**config.mk**
```make
export PLATFORM = sky130hd
export DESIGN_NAME = initblk_fetch
export DESIGN_NICKNAME = d
export VERILOG_FILES = /design/src/rtl/initblk_pkg.sv /design/src/rtl/ifs_ctrl.sv /design/src/rtl/ifs_addr_gen.sv /design/src/rtl/ifs_wr_gate.sv /design/src/rtl/initblk_fetch.sv
export SDC_FILE = /design/constraint.sdc
export NUM_CORES = 1
export LEC_CHECK = 0
export BUFFER_PORTS_ARGS = -buffer_cell sky130_fd_sc_hd__buf_4
export CAP_MARGIN = 20
export CORE_ASPECT_RATIO = 0.75
export CORE_MARGIN = 2
export CORE_UTILIZATION = 45
export DETAILED_ROUTE_END_ITERATION = 6
export GPL_TIMING_DRIVEN = 0
export HOLD_SLACK_MARGIN = 0.08
export PLACE_DENSITY = 0.92
export SYNTH_ARGS = -nofsm -noshare
export SYNTH_HDL_FRONTEND = slang
export SYNTH_SLANG_ARGS = --single-unit
```
**constraint.sdc**
```tcl
create_clock -name clk -period 2.6 [get_ports clk]
set_input_delay 0.13 -clock clk [delete_from_list [all_inputs] [get_ports clk]]
set_output_delay 0.13 -clock clk [all_outputs]
set_load 0.005 [all_outputs]
```
**src/rtl/initblk_pkg.sv**
```systemverilog
package initblk_pkg;

    localparam int unsigned READS_PER_PERIOD = 2;

    typedef enum logic [2:0] {
        S_IDLE,
        S_REQ,
        S_ADDR,
        S_DATA,
        S_GAP,
        S_REL
    } seq_state_e;

    typedef struct packed {
        logic wide;
        logic burst;
    } fetch_cfg_t;

    function automatic int unsigned reads_for(input int unsigned dwords);
        return ((dwords + READS_PER_PERIOD - 1) / READS_PER_PERIOD) * READS_PER_PERIOD;
    endfunction

endpackage

```
**src/rtl/ifs_ctrl.sv**
```systemverilog
module ifs_ctrl
    import initblk_pkg::*;
(
    input  logic       clk,
    input  logic       rst,
    input  logic       start_i,
    input  logic       gnt_i,
    input  logic       rd_valid_i,
    input  logic       abort_i,
    input  logic       wide_i,
    input  logic       burst_i,
    input  logic       all_read_i,
    output seq_state_e state_o,
    output fetch_cfg_t cfg_o,
    output logic       launch_o,
    output logic       beat_done_o,
    output logic       stop_o,
    output logic       done_o
);

    seq_state_e state_q, state_d;
    fetch_cfg_t cfg_q;
    logic       beat_q;
    logic       abort_q;
    logic       stop_now;

    assign launch_o    = (state_q == S_IDLE) && start_i;
    assign beat_done_o = (state_q == S_DATA) && rd_valid_i;
    assign stop_now    = abort_q || abort_i;
    assign stop_o      = stop_now;
    assign done_o      = (state_q == S_REL) && all_read_i && !stop_now;
    assign state_o     = state_q;
    assign cfg_o       = cfg_q;

    always_comb begin
        state_d = state_q;
        unique case (state_q)
            S_IDLE: if (start_i) state_d = S_REQ;
            S_REQ: begin
                if (stop_now)   state_d = S_IDLE;
                else if (gnt_i) state_d = S_ADDR;
            end
            S_ADDR: state_d = S_DATA;
            S_DATA: begin
                if (rd_valid_i) begin
                    if (beat_q)          state_d = S_REL;
                    else if (cfg_q.burst) state_d = S_DATA;
                    else                 state_d = S_GAP;
                end
            end
            S_GAP: state_d = S_ADDR;
            S_REL: begin
                if (stop_now || all_read_i) state_d = S_IDLE;
                else                        state_d = S_REQ;
            end
            default: state_d = S_IDLE;
        endcase
    end

    always_ff @(posedge clk) begin
        if (rst) begin
            state_q <= S_IDLE;
            cfg_q   <= '0;
            beat_q  <= 1'b0;
            abort_q <= 1'b0;
        end else begin
            state_q <= state_d;
            if (launch_o) begin
                cfg_q.wide  <= wide_i;
                cfg_q.burst <= burst_i;
                beat_q      <= 1'b0;
                abort_q     <= 1'b0;
            end else begin
                if (beat_done_o)
                    beat_q <= !beat_q;
                if ((state_q != S_IDLE) && abort_i)
                    abort_q <= 1'b1;
            end
        end
    end

endmodule

```
**src/rtl/ifs_addr_gen.sv**
```systemverilog
module ifs_addr_gen #(
    parameter int unsigned AW           = 32,
    parameter int unsigned CNTW         = 4,
    parameter int unsigned WIDE_READS   = 8,
    parameter int unsigned NARROW_READS = 6
) (
    input  logic            clk,
    input  logic            rst,
    input  logic            launch_i,
    input  logic [AW-1:0]   base_i,
    input  logic            beat_done_i,
    input  logic            wide_i,
    output logic [CNTW-1:0] cnt_o,
    output logic [AW-1:0]   addr_o,
    output logic            all_read_o
);

    logic [AW-1:0]   base_q;
    logic [CNTW-1:0] cnt_q;
    logic [CNTW-1:0] limit;

    assign limit      = wide_i ? CNTW'(WIDE_READS) : CNTW'(NARROW_READS);
    assign all_read_o = (cnt_q == limit);
    assign cnt_o      = cnt_q;
    assign addr_o     = base_q + AW'({cnt_q, 2'b00});

    always_ff @(posedge clk) begin
        if (rst) begin
            base_q <= '0;
            cnt_q  <= '0;
        end else if (launch_i) begin
            base_q <= base_i & ~AW'(3);
            cnt_q  <= '0;
        end else if (beat_done_i) begin
            cnt_q  <= cnt_q + 1'b1;
        end
    end

endmodule

```
**src/rtl/ifs_wr_gate.sv**
```systemverilog
module ifs_wr_gate #(
    parameter int unsigned DW            = 32,
    parameter int unsigned CNTW          = 4,
    parameter int unsigned IDXW          = 3,
    parameter int unsigned WIDE_DWORDS   = 7,
    parameter int unsigned NARROW_DWORDS = 6
) (
    input  logic            beat_done_i,
    input  logic [CNTW-1:0] cnt_i,
    input  logic            wide_i,
    input  logic            block_i,
    input  logic [DW-1:0]   data_i,
    output logic            wr_en_o,
    output logic [IDXW-1:0] wr_idx_o,
    output logic [DW-1:0]   wr_data_o
);

    logic [CNTW-1:0] keep_limit;
    logic            needed;

    assign keep_limit = wide_i ? CNTW'(WIDE_DWORDS) : CNTW'(NARROW_DWORDS);
    assign needed     = cnt_i < keep_limit;
    assign wr_en_o    = beat_done_i && needed && !block_i;
    assign wr_idx_o   = IDXW'(cnt_i);
    assign wr_data_o  = data_i;

endmodule

```
**src/rtl/initblk_fetch.sv**
```systemverilog
module initblk_fetch
    import initblk_pkg::*;
#(
    parameter int unsigned AW            = 32,
    parameter int unsigned DW            = 32,
    parameter int unsigned WIDE_DWORDS   = 7,
    parameter int unsigned NARROW_DWORDS = 6,
    parameter int unsigned IDXW          = $clog2(WIDE_DWORDS)
) (
    input  logic            clk,
    input  logic            rst,
    input  logic            start_i,
    input  logic [AW-1:0]   base_addr_i,
    input  logic            wide_fmt_i,
    input  logic            burst_i,
    input  logic            abort_i,
    output logic            req_o,
    input  logic            gnt_i,
    output logic            frame_o,
    output logic            addr_valid_o,
    output logic [AW-1:0]   addr_o,
    input  logic            rd_valid_i,
    input  logic [DW-1:0]   rd_data_i,
    output logic            wr_en_o,
    output logic [IDXW-1:0] wr_idx_o,
    output logic [DW-1:0]   wr_data_o,
    output logic            busy_o,
    output logic            done_o
);

    localparam int unsigned WIDE_READS   = reads_for(WIDE_DWORDS);
    localparam int unsigned NARROW_READS = reads_for(NARROW_DWORDS);
    localparam int unsigned CNTW         = $clog2(WIDE_READS + 1);

    seq_state_e      state;
    fetch_cfg_t      cfg;
    logic            launch;
    logic            beat_done;
    logic            stop;
    logic            all_read;
    logic [CNTW-1:0] cnt;
    logic [AW-1:0]   cur_addr;

    ifs_ctrl u_ctrl (
        .clk         (clk),
        .rst         (rst),
        .start_i     (start_i),
        .gnt_i       (gnt_i),
        .rd_valid_i  (rd_valid_i),
        .abort_i     (abort_i),
        .wide_i      (wide_fmt_i),
        .burst_i     (burst_i),
        .all_read_i  (all_read),
        .state_o     (state),
        .cfg_o       (cfg),
        .launch_o    (launch),
        .beat_done_o (beat_done),
        .stop_o      (stop),
        .done_o      (done_o)
    );

    ifs_addr_gen #(
        .AW           (AW),
        .CNTW         (CNTW),
        .WIDE_READS   (WIDE_READS),
        .NARROW_READS (NARROW_READS)
    ) u_addr (
        .clk         (clk),
        .rst         (rst),
        .launch_i    (launch),
        .base_i      (base_addr_i),
        .beat_done_i (beat_done),
        .wide_i      (cfg.wide),
        .cnt_o       (cnt),
        .addr_o      (cur_addr),
        .all_read_o  (all_read)
    );

    ifs_wr_gate #(
        .DW            (DW),
        .CNTW          (CNTW),
        .IDXW          (IDXW),
        .WIDE_DWORDS   (WIDE_DWORDS),
        .NARROW_DWORDS (NARROW_DWORDS)
    ) u_wr (
        .beat_done_i (beat_done),
        .cnt_i       (cnt),
        .wide_i      (cfg.wide),
        .block_i     (stop),
        .data_i      (rd_data_i),
        .wr_en_o     (wr_en_o),
        .wr_idx_o    (wr_idx_o),
        .wr_data_o   (wr_data_o)
    );

    assign req_o        = (state == S_REQ) || (state == S_ADDR) ||
                          (state == S_DATA) || (state == S_GAP);
    assign frame_o      = (state == S_ADDR) || (state == S_DATA);
    assign addr_valid_o = (state == S_ADDR);
    assign addr_o       = addr_valid_o ? cur_addr : '0;
    assign busy_o       = (state != S_IDLE);

endmodule

```
==> key figures <==
Clocking
  • Total CTS buffers: 5
  • Clk_lat worst skew: 0.30 ns
  • Clock sink count: 41
  • Clock Tree Root: clkbuf_8
  • Max clock buf depth: 2
  • CTS tree: built
  • Clock transition at path regs: 0.08 ns
  • CTS H-Tree Depth: 2

Worst setup path
  • CP max FO: 5
  • Crit path kind: flip-flop to output port
  • Worst path slowest cell: or4_4
  • Critical Path AT: 2.41 ns
  • Top delay family on crit path: simple AND/OR/NAND/NOR gates
  • CP Capture Type: output port
  • CP required: 2.47 ns
  • Max stage delay on crit path: 0.51 ns
  • CP cell instances: ha_4 -> inv_2 -> fa_2 -> nand2b_4 -> a21o_4 -> or4_4 -> a21oi_2 -> buf_4
  • CP startpoint kind: flip-flop
  • WP buf/inv: 2

Global route
  • Vias in the first global route: 2,834
  • Gr ovfl total: 0
  • First-pass GRT wire length: 13.10 mm
  • Initial antenna violation count: 0
  • Global Route Usage Sum: 0.2387
  • Pin count of the biggest net entering global routing: 18

Placed design
  • Hpwl dp: 6.245 mm
  • Gpl congestion: 0.8644
  • Area of placed instances: 3710 µm²
  • Port Buffer Count: 107

Synthesis
  • Synth Area in Simple Gates: 0.2939
  • Largest family of logic cells by synthesized area: simple AND/OR/NAND/NOR gates
  • Mux contribution to synthesized area: 0.02498
  • Post-synth EDFFs: 0
  • Synth top area share: 0.2926
  • Synth Warn #: 0
  • Compound-gate portion of the synthesized area: 0.1820
  • Library cells used by synthesis: 44
  • Ranking of synthesized cells by area: dfxtp_1, nand2_1, buf_4
  • Yosys reg bits: 41
  • Sequential cell area fraction in the yosys report: 0.2926
  • Predominant post-synthesis flop cell: dfxtp_1
  • Post-synthesis cell area: 2805 µm²
  • Syn Inst Count: 388
  • Leading area contributor after synthesis: dfxtp_1
  • XOR/XNOR Fraction of Synth Area: 0.02498
  • Post-Synthesis Mean Instance Area: 7.230 µm²
  • Synth async-reset ratio: 0
  • Synth Area in Adders: 0.02944

Die
  • IO Count: 145
  • Row count: 24
  • Starting Density: 0.4742
  • Die Width: 95.17 µm
  • Die ar.: 6888 µm²
  • Core Box Area: 5916 µm²
  • Die height: 72.38 µm

STA
  • Tcrit/Tclk final: 0.9761
  • Fmax: 0.3940 GHz
  • Measured slew at the worst slew-check pin: 0.6345 ns
  • Final setup violation count: 0
  • Fin. Hold Viols: 0
  • RSZ-0062 raised after global routing: true
  • Worst slew margin: 0.5770
  • Clock Skew: 0.007727 ns
  • Max-slew violation count: 0
  • Tmin final: 2.538 ns

Routing
  • Post-DR vias/cell: 5.396
  • WL/cell: 14.80 µm
  • Routed Antenna Nets: 0
  • Vias: 3,178
  • Initial DRC Count: 215
  • Total routed wirelength: 8.718 mm
  • Pre-antenna DRT Iters: 4
  • Residual DRC: 0

Cells and area
  • P&R area growth vs syn: 43.49%
  • Share of cells above drive strength 1: 0.3816
  • Ant. Diodes: 0
  • Final #Nets: 588
  • Finished Core Util: 0.6804
  • Finished Cell Area: 4025 µm²

Pwr
  • P_sw: 417.0 µW
  • Clock power frac: 0.287
  • Reg power frac: 0.493
  • Int Pwr: 1.024 mW
  • PwrDens: 357.9 nW/µm²
  • Final Total Pwr: 1.441 mW
  • Cell leakage power: 1.638 nW
  • Peak VDD IR: 0.0001831 V
  • Logic gate share of total power: 0.220
  • Sw Share: 0.2895

Status
  • Status: finished, final reports clean

Worst hold path
  • Worst hold path class: input pin to flip-flop

Run
  • Max Cap Viol: 0
## logic make-up (layout without fill, tap and decap cells)
| logic type | count (synthesis) | in the layout |
|---|---|---|
| XOR/XNOR | 8 | 8 |
| flip-flops | 41 | 41 |
| buffers and inverters | 71 | 192 |
| other | 1 | 2 |
| multiplexers | 7 | 7 |
| AND/OR/NAND/NOR | 168 | 168 |
| adder cells (fa/ha/maj) | 6 | 6 |
| AO/OA/AOI/OAI | 86 | 87 |
## cell type report
type	count	area (µm²)
fillers	469	1891
multi-input cells	278	1705
repair buffers	114	865.8
flip-flops and latches	41	843.3
plain buffers	60	395.4
well taps	78	97.59
clock buffers	8	80.08
inverters	10	37.54
## power groups by stage
stage,clock (mW),sequential (mW),combinational (mW)
finish,0.413,0.711,0.317
global route,0.435,0.716,0.348
CTS,0.416,0.707,0.311
detailed placement,0,0.721,0.301
global placement,0,0.718,0.292
floorplan,0,0.708,0.175
## state kept, by name, indices dropped and copies added (netlist names)
register	flops
u_ctrl.cfg_o	2
u_ctrl.state_o	3
u_addr.cnt_o	4
u_ctrl.abort_q	1
u_addr.base_q	30
u_ctrl.beat_q	1
## repair_timing
item | 4_1_cts | 5_1_grt
setup buffers | 1 | 2
endpoints found under the hold margin | 4 | 0
hold buffers | 4 | 0
pin swaps | 3 | 15
cloned | 1 | 0
endpoints found under the setup margin | 18 | 21
gates resized for setup | 21 | 31
## cells in the final DEF (no fill, tap or decap), drive strengths merged, types with 5 or more instances in the layout
cell type,count
buf,152
a211oi,6
nor3,5
or4,12
nor2,16
nand4,6
nor4,6
nand2b,9
o21ai,6
dfxtp,41
o31ai,10
ha,5
a21oi,50
nand2,87
o21a,6
clkbuf,26
inv,10
xnor2,5
nand3,8
mux2i,7
## synth_stat cells (2+ instances only)
library cell	number
nand2_1	87
a21oi_1	50
dfxtp_1	41
buf_4	37
clkbuf_1	21
nor2_1	16
or4_1	11
inv_1	10
o31ai_1	10
nand2b_1	9
nand3_1	8
mux2i_1	7
a211oi_1	6
nand4_1	6
nor4_1	6
o21a_1	6
o21ai_0	6
ha_1	5
nor3_1	5
xnor2_1	5
nor4b_1	4
a21o_1	3
nor2b_1	3
or3_1	3
xor2_1	3
and4_1	2
## routing by layer
metal,part of all wire,wire (µm),global-route usage,vias to the layer above
met1,0.41,3533,0.3026,1436
li1,-,-,-,1554
met5,0,0,0,-
met4,0.015,128,0.05958,0
met2,0.49,4259,0.4092,167
met3,0.091,796,0.05711,21
## through the flow
stage          instances  hold WS, ns  setup TNS, ns  worst slack (ns)
2_1_floorplan        389       0.2660              0            0.2333
6_report             589      0.08104              0           0.06214
3_3_place_gp         574       0.3788        -0.2024           -0.1885
4_1_cts              587      0.08073       -0.03931          -0.01977
3_5_place_dp         574       0.3850        -0.5633           -0.2386
5_1_grt              589      0.08058       -0.01909          -0.01875
## worst min-delay path, cell delays in order
cell and delay, ns:
buf_4 0.11, nand2_1 0.05, a21oi_1 0.05
## path summary, 6_finish.rpt
kind | start | end | slack, ns | depth (start not counted)
setup / recovery | u_addr.cnt_o[0] | addr_o[22] | 0.06 | 8
hold reg to reg | u_addr.base_q[4] | u_addr.base_q[4] | 0.47 | 2
hold / removal | base_addr_i[24] | u_addr.base_q[24] | 0.08 | 3
setup reg to reg | u_ctrl.state_o[1] | u_addr.base_q[21] | 0.47 | 7
Power figures use the tool's default switching activity.
